--- config.mk ---
export PLATFORM = sky130hd
export DESIGN_NAME = csr_split_bridge
export DESIGN_NICKNAME = d
export VERILOG_FILES = /design/src/rtl/csr_split_bridge.sv
export SDC_FILE = /design/constraint.sdc
export NUM_CORES = 1
export LEC_CHECK = 0
export ABC_AREA = 1
export BUFFER_PORTS_ARGS = -buffer_cell sky130_fd_sc_hd__buf_2
export CAP_MARGIN = 0
export CORE_ASPECT_RATIO = 1.75
export CORE_MARGIN = 2
export CORE_UTILIZATION = 66
export DETAILED_ROUTE_END_ITERATION = 16
export PLACE_DENSITY = 0.87
export SLEW_MARGIN = 10
export SYNTH_ARGS = -nofsm -noshare
export SYNTH_HDL_FRONTEND = slang
export SYNTH_SLANG_ARGS = --single-unit
--- constraint.sdc ---
create_clock -name clk -period 12.15 [get_ports clk]
set_input_delay 1.8225 -clock clk [delete_from_list [all_inputs] [get_ports clk]]
set_output_delay 1.8225 -clock clk [all_outputs]
set_load 0.02 [all_outputs]
--- src/rtl/csr_split_bridge.sv ---
module csr_split_bridge #(
  parameter int unsigned ADDR_W    = 12,
  parameter int unsigned NUM_WIN   = 4,
  parameter logic [63:0] CTL_WMASK = 64'h0000_001C_FF0F_C7FF
) (
  input  logic              clk,
  input  logic              rst_n,
  input  logic              acc_valid,
  input  logic              acc_write,
  input  logic [ADDR_W-1:0] acc_addr,
  input  logic [31:0]       acc_wdata,
  output logic              rsp_valid,
  output logic [31:0]       rsp_rdata,
  output logic              rsp_err
);
  localparam int unsigned STRIDE   = 'h40;
  localparam int unsigned BASE_OFF = 'h000;
  localparam int unsigned MASK_OFF = 'h100;
  localparam int unsigned TPFN_OFF = 'h200;
  localparam int unsigned CTL_OFF  = 'h300;
  localparam int unsigned PFN_LSB  = 10;

  logic [31:0] hold_q;
  logic [31:0] base_q [NUM_WIN];
  logic [31:0] mask_q [NUM_WIN];
  logic [31:0] tpfn_q [NUM_WIN];
  logic [63:0] ctl_q;

  logic [ADDR_W-1:0] reg_addr;
  logic [63:0]       wval;
  logic [63:0]       rd64;
  logic              mapped;
  logic              reserved;
  logic              hi_half;
  logic              commit;

  assign reg_addr = acc_addr & ~ADDR_W'(4);
  assign hi_half  = acc_addr[2];
  assign wval     = {acc_wdata, hold_q};
  assign commit   = acc_valid && acc_write && hi_half;

  always_comb begin
    reserved = 1'b0;
    case (reg_addr)
      ADDR_W'('h340), ADDR_W'('h3C0), ADDR_W'('h400), ADDR_W'('h440),
      ADDR_W'('h480), ADDR_W'('h4C0), ADDR_W'('h500), ADDR_W'('h540),
      ADDR_W'('h800): reserved = 1'b1;
      default:        reserved = 1'b0;
    endcase
  end

  always_comb begin
    rd64   = '0;
    mapped = reserved;
    for (int i = 0; i < NUM_WIN; i++) begin
      if (reg_addr == ADDR_W'(BASE_OFF + i*STRIDE)) begin
        mapped = 1'b1;
        rd64   = {32'b0, base_q[i]};
      end
      if (reg_addr == ADDR_W'(MASK_OFF + i*STRIDE)) begin
        mapped = 1'b1;
        rd64   = {32'b0, mask_q[i]};
      end
      if (reg_addr == ADDR_W'(TPFN_OFF + i*STRIDE)) begin
        mapped = 1'b1;
        rd64   = {22'b0, tpfn_q[i], 10'b0};
      end
    end
    if (reg_addr == ADDR_W'(CTL_OFF)) begin
      mapped = 1'b1;
      rd64   = ctl_q;
    end
  end

  for (genvar g = 0; g < NUM_WIN; g++) begin : g_win
    always_ff @(posedge clk) begin
      if (!rst_n) begin
        base_q[g] <= '0;
        mask_q[g] <= '0;
        tpfn_q[g] <= '0;
      end else if (commit) begin
        if (reg_addr == ADDR_W'(BASE_OFF + g*STRIDE)) base_q[g] <= wval[31:0];
        if (reg_addr == ADDR_W'(MASK_OFF + g*STRIDE)) mask_q[g] <= wval[31:0];
        if (reg_addr == ADDR_W'(TPFN_OFF + g*STRIDE)) tpfn_q[g] <= wval[PFN_LSB +: 32];
      end
    end
  end

  always_ff @(posedge clk) begin
    if (!rst_n) begin
      ctl_q <= '0;
    end else if (commit && reg_addr == ADDR_W'(CTL_OFF)) begin
      ctl_q <= (ctl_q & ~CTL_WMASK) | (wval & CTL_WMASK);
    end
  end

  always_ff @(posedge clk) begin
    if (!rst_n) begin
      hold_q <= '0;
    end else if (acc_valid && !hi_half) begin
      if (acc_write)   hold_q <= acc_wdata;
      else if (mapped) hold_q <= rd64[63:32];
    end
  end

  always_ff @(posedge clk) begin
    if (!rst_n) begin
      rsp_valid <= 1'b0;
      rsp_rdata <= '0;
      rsp_err   <= 1'b0;
    end else begin
      rsp_valid <= acc_valid;
      rsp_rdata <= '0;
      rsp_err   <= 1'b0;
      if (acc_valid) begin
        if (acc_write) begin
          rsp_err <= hi_half && !mapped;
        end else if (hi_half) begin
          rsp_rdata <= hold_q;
        end else begin
          rsp_rdata <= mapped ? rd64[31:0] : 32'hFFFF_FFFF;
          rsp_err   <= !mapped;
        end
      end
    end
  end


  rsp_follows_chk: assert property (@(posedge clk) disable iff (!rst_n)
    acc_valid |=> rsp_valid);

  rsp_quiet_chk: assert property (@(posedge clk) disable iff (!rst_n)
    !acc_valid |=> !rsp_valid);

  latch_read_chk: assert property (@(posedge clk) disable iff (!rst_n)
    (acc_valid && !acc_write && acc_addr[2]) |=> (rsp_rdata == $past(hold_q) && !rsp_err));

  low_write_chk: assert property (@(posedge clk) disable iff (!rst_n)
    (acc_valid && acc_write && !acc_addr[2]) |=> (hold_q == $past(acc_wdata) && $stable(ctl_q) && !rsp_err));

  ctl_fixed_chk: assert property (@(posedge clk) disable iff (!rst_n)
    acc_valid |=> (((ctl_q ^ $past(ctl_q)) & ~CTL_WMASK) == 64'b0));

  err_valid_chk: assert property (@(posedge clk) disable iff (!rst_n)
    rsp_err |-> rsp_valid);
endmodule

==> results of run 1 <==
==> logic make-up after synthesis <==
logic type / share of synthesized area (%)
buf+inv: 5.891
flops: 64.64
simple gates: 20.98
compound gates: 8.484
==> cell type report <==
class / count / area [µm²] / share of cell area [%]
Clock buffer: 46 / 1097 / 4.830
Inverter: 166 / 623.1 / 2.743
Multi-Input combinational cell: 1375 / 6211 / 27.34
Sequential cell: 478 / 13410 / 59.04
Timing Repair Buffer: 107 / 600.6 / 2.644
Clock inverter: 28 / 284.0 / 1.250
Tap cell: 391 / 489.2 / 2.153
==> synthesized netlist by cell type, types with 2 or more instances <==
master	number
nand4_1	34
nand2_4	2
clkbuf_1	94
nand3_2	3
inv_2	15
o22ai_1	3
nand2_1	342
nand3_1	103
a32o_1	3
buf_4	8
o21ai_0	118
and3_1	3
buf_2	32
nor2_4	3
nand3b_1	3
clkinv_1	2
edfxtp_1	384
o21ai_1	13
nand2_2	7
nor3_2	2
a221oi_1	7
buf_6	2
nor2_1	537
a211oi_1	18
a21oi_1	144
or2_2	6
o211ai_1	4
inv_1	149
nor4_2	2
dfxtp_1	94
a211oi_2	8
nor2_2	3
==> placed cells by master (no fill, tap or decap), drive strengths merged <==
cell type	Yosys	final
nor2	543	543
edfxtp	384	384
nand2	351	351
inv	164	167
a21oi	144	144
o21ai	131	131
nand3	107	107
buf	43	107
dfxtp	94	94
clkbuf	94	46
nand4	35	35
a211oi	26	26
clkinv	2	16
or2	8	8
a221oi	7	7
clkinvlp	0	6
bufinv	0	5
o211ai	4	4
o22ai	3	3
and3	3	3
a32o	3	3
nand3b	3	3
nor3	3	3
nor4	3	3
o221ai	1	1
==> critical path, stage by stage <==
cell,delay [ns]
buf_2,0.11
nor2_1,0.11
nand2_1,0.34
nor2_2,0.53
buf_4,0.35
nand2_2,0.17
inv_1,0.76
nand3_1,1.09
nor2_1,0.51
==> stage by stage <==
| stage | hold slack [ns] | cell area (µm²) | instances |
|---|---|---|---|
| floorplan | 0.4240 | 20750 | 2156 |
| global placement | 0.4334 | 21320 | 2517 |
| detailed placement | 0.4371 | 21330 | 2517 |
| CTS | 0.4468 | 22710 | 2591 |
| global route | 0.4600 | 22720 | 2591 |
| finish | 0.4460 | 22720 | 2591 |
==> flip-flops by register name, summed over array words and instances, names as in the netlist <==
| signal | flops |
|---|---|
| base_q | 128 |
| mask_q | 128 |
| tpfn_q | 128 |
| hold_q | 32 |
| rsp_rdata | 32 |
| ctl_q | 28 |
| rsp_err | 1 |
| rsp_valid | 1 |
==> power by group through the flow <==
stage	logic [mW]	clock network, mW	registers (mW)
final	0.131	1.36	1.83
after global placement	0.123	0	1.86
after detailed placement	0.126	0	1.87
after global routing	0.137	1.42	1.84
after floorplan	0.0692	0	1.87
after CTS	0.127	1.35	1.83
==> worst paths after layout <==
path,to,depth (start not counted)
worst max-delay path,base_q[2][10]$_SDFFCE_PN0P_,9
worst min-delay path,ctl_q[7]$_SDFFE_PN0P_,2
worst max register to register,rsp_rdata[10]$_SDFF_PP0_,8
worst min register to register,ctl_q[7]$_SDFFE_PN0P_,2
==> layer usage <==
layer / part of all wire (%) / GRT usage, % / vias up
met3: 8.6 / 5.308 / 322
li1: - / - / 7218
met1: 31 / 39.26 / 7717
met2: 50 / 61.97 / 1093
met4: 9.6 / 30.52 / 0
met5: 0 / 0 / -
==> summary.md, run 1 <==
| Metric | Value |
|---|---|
| Outcome | complete, no violations |
| Power Total | 3.327 mW |
| RePlAce Congestion | 0.9566 |
| Root buffer cell | clkbuf_16 |
| Ports | 82 |
| CTS tree | built |
| Async SR Flop Fraction | 0% |
| Warnings from Yosys | 0 |
| Worst slew pin tran | 1.300 ns |
| CP arrival | 5.80 ns |
| Fmax | 183.3 MHz |
| Final setup fails | 0 |
| CP max FO | 32 |
| Syn Nets | 2204 |
| Pre-CTS WS | 6.418 ns |
| CTS clk-pin slew, worst paths | 0.07 ns |
| Synth area leaders | edfxtp_1 (56%), nor2_1 (9.7%), dfxtp_1 (9.1%) |
| Unrepaired setup endpoints after global routing | no |
| Drt pass-1 iters | 6 |
| Seq pwr share | 55.1% |
| DRC | 0 |
| Initial antenna violation count | 0 |
| Internal power | 2.599 mW |
| Initial drt markers | 2101 |
| CP startpoint | acc_addr[4] |
| Via count | 16350 |
| Clk_lat worst skew | 0.57 ns |
| Hold Path Class | register to register |
| Area of the mapped netlist | 20750 µm² |
| Final net count | 2217 |
| Worst setup path class | primary input to register |
| PD cells | 146.5 nW/µm² |
| Rows | 85 |
| Cts hold-fix bufs | 0 |
| Crit path required time | 12.49 ns |
| Slew HR | 13.27% |
| Post-synth cell types | 40 |
| Post-synth EDFFs | 384 |
| Post-DP HPWL | 39710 µm |
| Largest net degree at the start of global routing | 55 |
| Clk sink count | 478 |
| Reg2reg start | mask_q[0][10]$_SDFFCE_PN0P_ |
| Syn Inst Count | 2156 |
| CTS resizes | 0 |
| Vias in the first global route | 15960 |
| Max VDD drop | 0.0001343 V |
| Clk buf depth | 3 |
| Type of origin of the critical path | primary input |
| Synth area leader | edfxtp_1 |
| Switching Share | 21.88% |
| Maxcap violations | 0 |
| R2R setup slack | 10.13 ns |
| Die height | 238.6 µm |
| Hold_sp | ctl_q[7]$_SDFFE_PN0P_ |
| Final Util | 73.66% |
| Final-layout fill cell count | 2040 |
| Core area | 30840 µm² |
| Post-route ant nets | 0 |
| Setup TNS | 0 ns |
| Crit path time final | 5.455 ns |
| Buffers on Ports | 81 |
| Diodes inserted | 0 |
| Syn Area/Cell | 9.624 µm² |
| FF+latch count, synth | 478 |
| Share of cells above drive strength 1 | 10.91% |
| Max-slew violation count | 0 |
| Via density per instance | 6.310 |
| Post-CTS Setup Repair Bufs | 0 |
| Fin. Hold Viols | 0 |
| First-pass GRT wire length | 89320 µm |
| Final WS setup | 6.695 ns |
| Layout area overhead | 9.485% |
| Die area | 32930 µm² |
| Fin crit share | 44.89% |
| Starting Density | 67.28% |
| Clock Skews | 0.01483 ns |
| TritonCTS Buffers | 41 |
| Overall routing resource usage | 36.07% |
| Post-synth top flop | edfxtp_1 |
| Static Leak | 8.538 nW |
| Clk pwr share | 41.0% |
| WL/cell | 23.19 µm |
| Top-area cell type share of the netlist area | 55.57% |
| Post-synthesis sequential area ratio | 64.64% |
| Comb pwr share | 3.9% |
| DRT Wirelength | 60070 µm |
| Overflow left after global routing | 0 |
| Htree depth | 2 |
| Sw Pwr | 727.9 µW |
| Critical Path End Type | register |
| Die width | 138.0 µm |
(Power assumes the default switching activity.)
==> run 2: changes to the inputs <==
CORE_UTILIZATION = 62   (was 66)
PLACE_DENSITY = 0.83   (was 0.87)
clock period = 5.3 ns   (was 12.15 ns; I/O delays follow)
==> run 2 against run 1 <==
  * Core utilization shrank 4.6 points
  * Sequential share of layout area is 0.072 points lower
  * Largest cell class unchanged
  * Power up 130%
==> summary.md, run 2 (synthesized netlist as in run 1, its figures left out) <==
| Metric | Value |
|---|---|
| Area of the multi-input gates | 6207 µm² (about the same) |
| Share of cells above drive strength 1 | 10.85% (-0.054 points) |
| Crit path time final | 4.188 ns |
| CTS resizes | 0 (unchanged) |
| Clk_lat worst skew | 0.56 ns (about the same) |
| Max Used Layer | met4 |
| PD cells | 329.8 nW/µm² (+130%) |
| Routed wl met3 | 5519 µm (+7.2%) |
| Maxcap violations | 0 (unchanged) |
| Final Util | 69.09% (-4.6 points) |
| Via density per instance | 6.271 (-0.63%) |
| Wl on met1 | 18750 µm (-0.53%) |
| Max-slew violation count | 0 (unchanged) |
| Clk pwr share | 39.9% (-1.1 points) |
| Htree depth | 2 (unchanged) |
| Commonest non-fill, non-tap cell in the layout | nor2_1 |
| Cell Count, Final, Fillers Out | 2616 (+0.96%) |
| Biggest registers after layout | base_q x128, mask_q x128, tpfn_q x128 |
| Switching Share | 21.54% (-0.34 points) |
| Cts hold-fix bufs | 0 (unchanged) |
| CP peak stage delay | 1.10 ns (about the same) |
| CP max FO | 32 (unchanged) |
| Hold Slack | 0.4495 ns (+0.003554 ns) |
| Final net count | 2229 (+0.54%) |
| Starting Density | 63.03% (-4.2 points) |
| First-pass GRT wire length | 90710 µm (+1.6%) |
| Overall routing resource usage | 35.06% (-1.0 points) |
| Drt pass-1 iters | 7 (+1) |
| Critical Path End Type | register |
| Slowest cell on crit path | nand3_1 |
| Crit path required time | 5.67 ns (-6.82 ns) |
| Internal power | 5.885 mW (+130%) |
| Rows | 88 (+3.5%) |
| Seq pwr share | 56.0% (+0.9 points) |
| Post-CTS Setup Repair Bufs | 0 (unchanged) |
| Buffers on Ports | 81 (unchanged) |
| Cell area after placement | 21450 µm² (+0.56%) |
| Die area | 35000 µm² (+6.3%) |
| Clk buf depth | 3 (unchanged) |
| Initial antenna violation count | 0 (unchanged) |
| WL/cell | 23.26 µm (+0.32%) |
| Core area | 32920 µm² (+6.7%) |
| Commonest non-fill, non-tap cells in the layout | nor2_1 (537), edfxtp_1 (384), nand2_1 (341), inv_1 (149), a21oi_1 (144) |
| Post-DP HPWL | 40610 µm (+2.2%) |
| Final WS setup | 1.112 ns (-5.583 ns) |
| Clk sink count | 478 (unchanged) |
| Post-route ant nets | 0 (unchanged) |
| DRT Wirelength | 60850 µm (+1.3%) |
| Ports | 82 (unchanged) |
| Reg area | 13410 µm² (unchanged) |
| Dpl cells | 2544 (+1.1%) |
| Fmax | 238.8 MHz |
| Max VDD drop | 0.0002491 V (+85%) |
| Initial drt markers | 2049 (-2.5%) |
| Fin. Hold Viols | 0 (unchanged) |
| WL met2 | 31320 µm (+3.4%) |
| Worst setup path class | primary input to register |
| Die width | 142.3 µm (+3.1%) |
| Diodes inserted | 0 (unchanged) |
| Outcome | complete, no violations |
| CTS clk-pin slew, worst paths | 0.07 ns (about the same) |
| Pre-CTS WS | 0.6817 ns (-5.736 ns) |
| Root buffer cell | clkbuf_16 |
| Slew HR | 5.334% (-7.9 points) |
| CTS tree | built |
| Clock Skews | 0.01297 ns (-0.001867 ns) |
| TritonCTS Buffers | 40 (-2.4%) |
| RePlAce Congestion | 0.9225 (-3.6%) |
| Unrepaired setup endpoints after global routing | no |
| CP cell instances | buf_2 -> nor2_1 -> nand2_1 -> nor2_2 -> buf_4 -> nand2_2 -> inv_1 -> nand3_1 -> nor2_1 |
| Overflow left after global routing | 0 (unchanged) |
| Top cell by count, worst path | nor2_1 |
| R2R setup slack | 3.57 ns (-6.56 ns) |
| Via count | 16400 (+0.33%) |
| Worst slew pin tran | 1.408 ns (+0.1087 ns) |
| Type of origin of the critical path | primary input |
| Power Total | 7.500 mW (+130%) |
| CP arrival | 4.56 ns (-1.24 ns) |
| DRC | 0 (unchanged) |
| Hold Path Class | register to register |
| Largest net degree at the start of global routing | 43 (-22%) |
| Layout area overhead | 9.618% |
| Static Leak | 8.565 nW (+0.31%) |
| Die height | 246.0 µm (+3.1%) |
| Comb pwr share | 4.1% (+0.2 points) |
| Final-layout fill cell count | 2288 (+12%) |
| Vias in the first global route | 15860 (-0.62%) |
| Final setup fails | 0 (unchanged) |
| Sw Pwr | 1.616 mW (+120%) |
| Final Cell Area | 22750 µm² (+0.12%) |
| Setup TNS | 0 ns (unchanged) |
| Fin crit share | 79.01% |
-- run 2: power groups by stage --
| stage | clock, mW | sequential (mW) | combinational, mW |
|---|---|---|---|
| after floorplan | 0 | 4.29 | 0.159 |
| after CTS | 2.99 | 4.20 | 0.297 |
| after global routing | 3.11 | 4.21 | 0.320 |
| final | 2.99 | 4.20 | 0.306 |
| after detailed placement | 0 | 4.28 | 0.295 |
| after global placement | 0 | 4.27 | 0.288 |
-- run 2: area by class of cell --
class | count | area share (%)
Clock buffer | 56 | 4.896
Timing Repair Buffer | 120 | 3.069
Multi-Input combinational cell | 1375 | 27.29
Tap cell | 405 | 2.228
Inverter | 166 | 2.739
Sequential cell | 478 | 58.97
Clock inverter | 16 | 0.8086
-- run 2: layer usage --
metal	up-vias	global-route usage, %
met4	0	25.01
met2	1180	60.83
met3	325	5.462
met5	-	0
li1	7236	-
met1	7663	39.03
-- run 2: critical path, delay by kind of cell --
kind | cells | cell delay, ns
AND/OR/NAND/NOR | 6 | 2.59
buffers and inverters | 3 | 1.16
-- run 2: worst paths after layout --
check / start / end / cells past startpoint
setup / recovery: acc_addr[1] / base_q[2][24]$_SDFFCE_PN0P_ / 9
hold / removal: ctl_q[0]$_SDFFE_PN0P_ / ctl_q[0]$_SDFFE_PN0P_ / 2
setup reg to reg: mask_q[0][12]$_SDFFCE_PN0P_ / rsp_rdata[12]$_SDFF_PP0_ / 12
hold reg to reg: ctl_q[0]$_SDFFE_PN0P_ / ctl_q[0]$_SDFFE_PN0P_ / 2
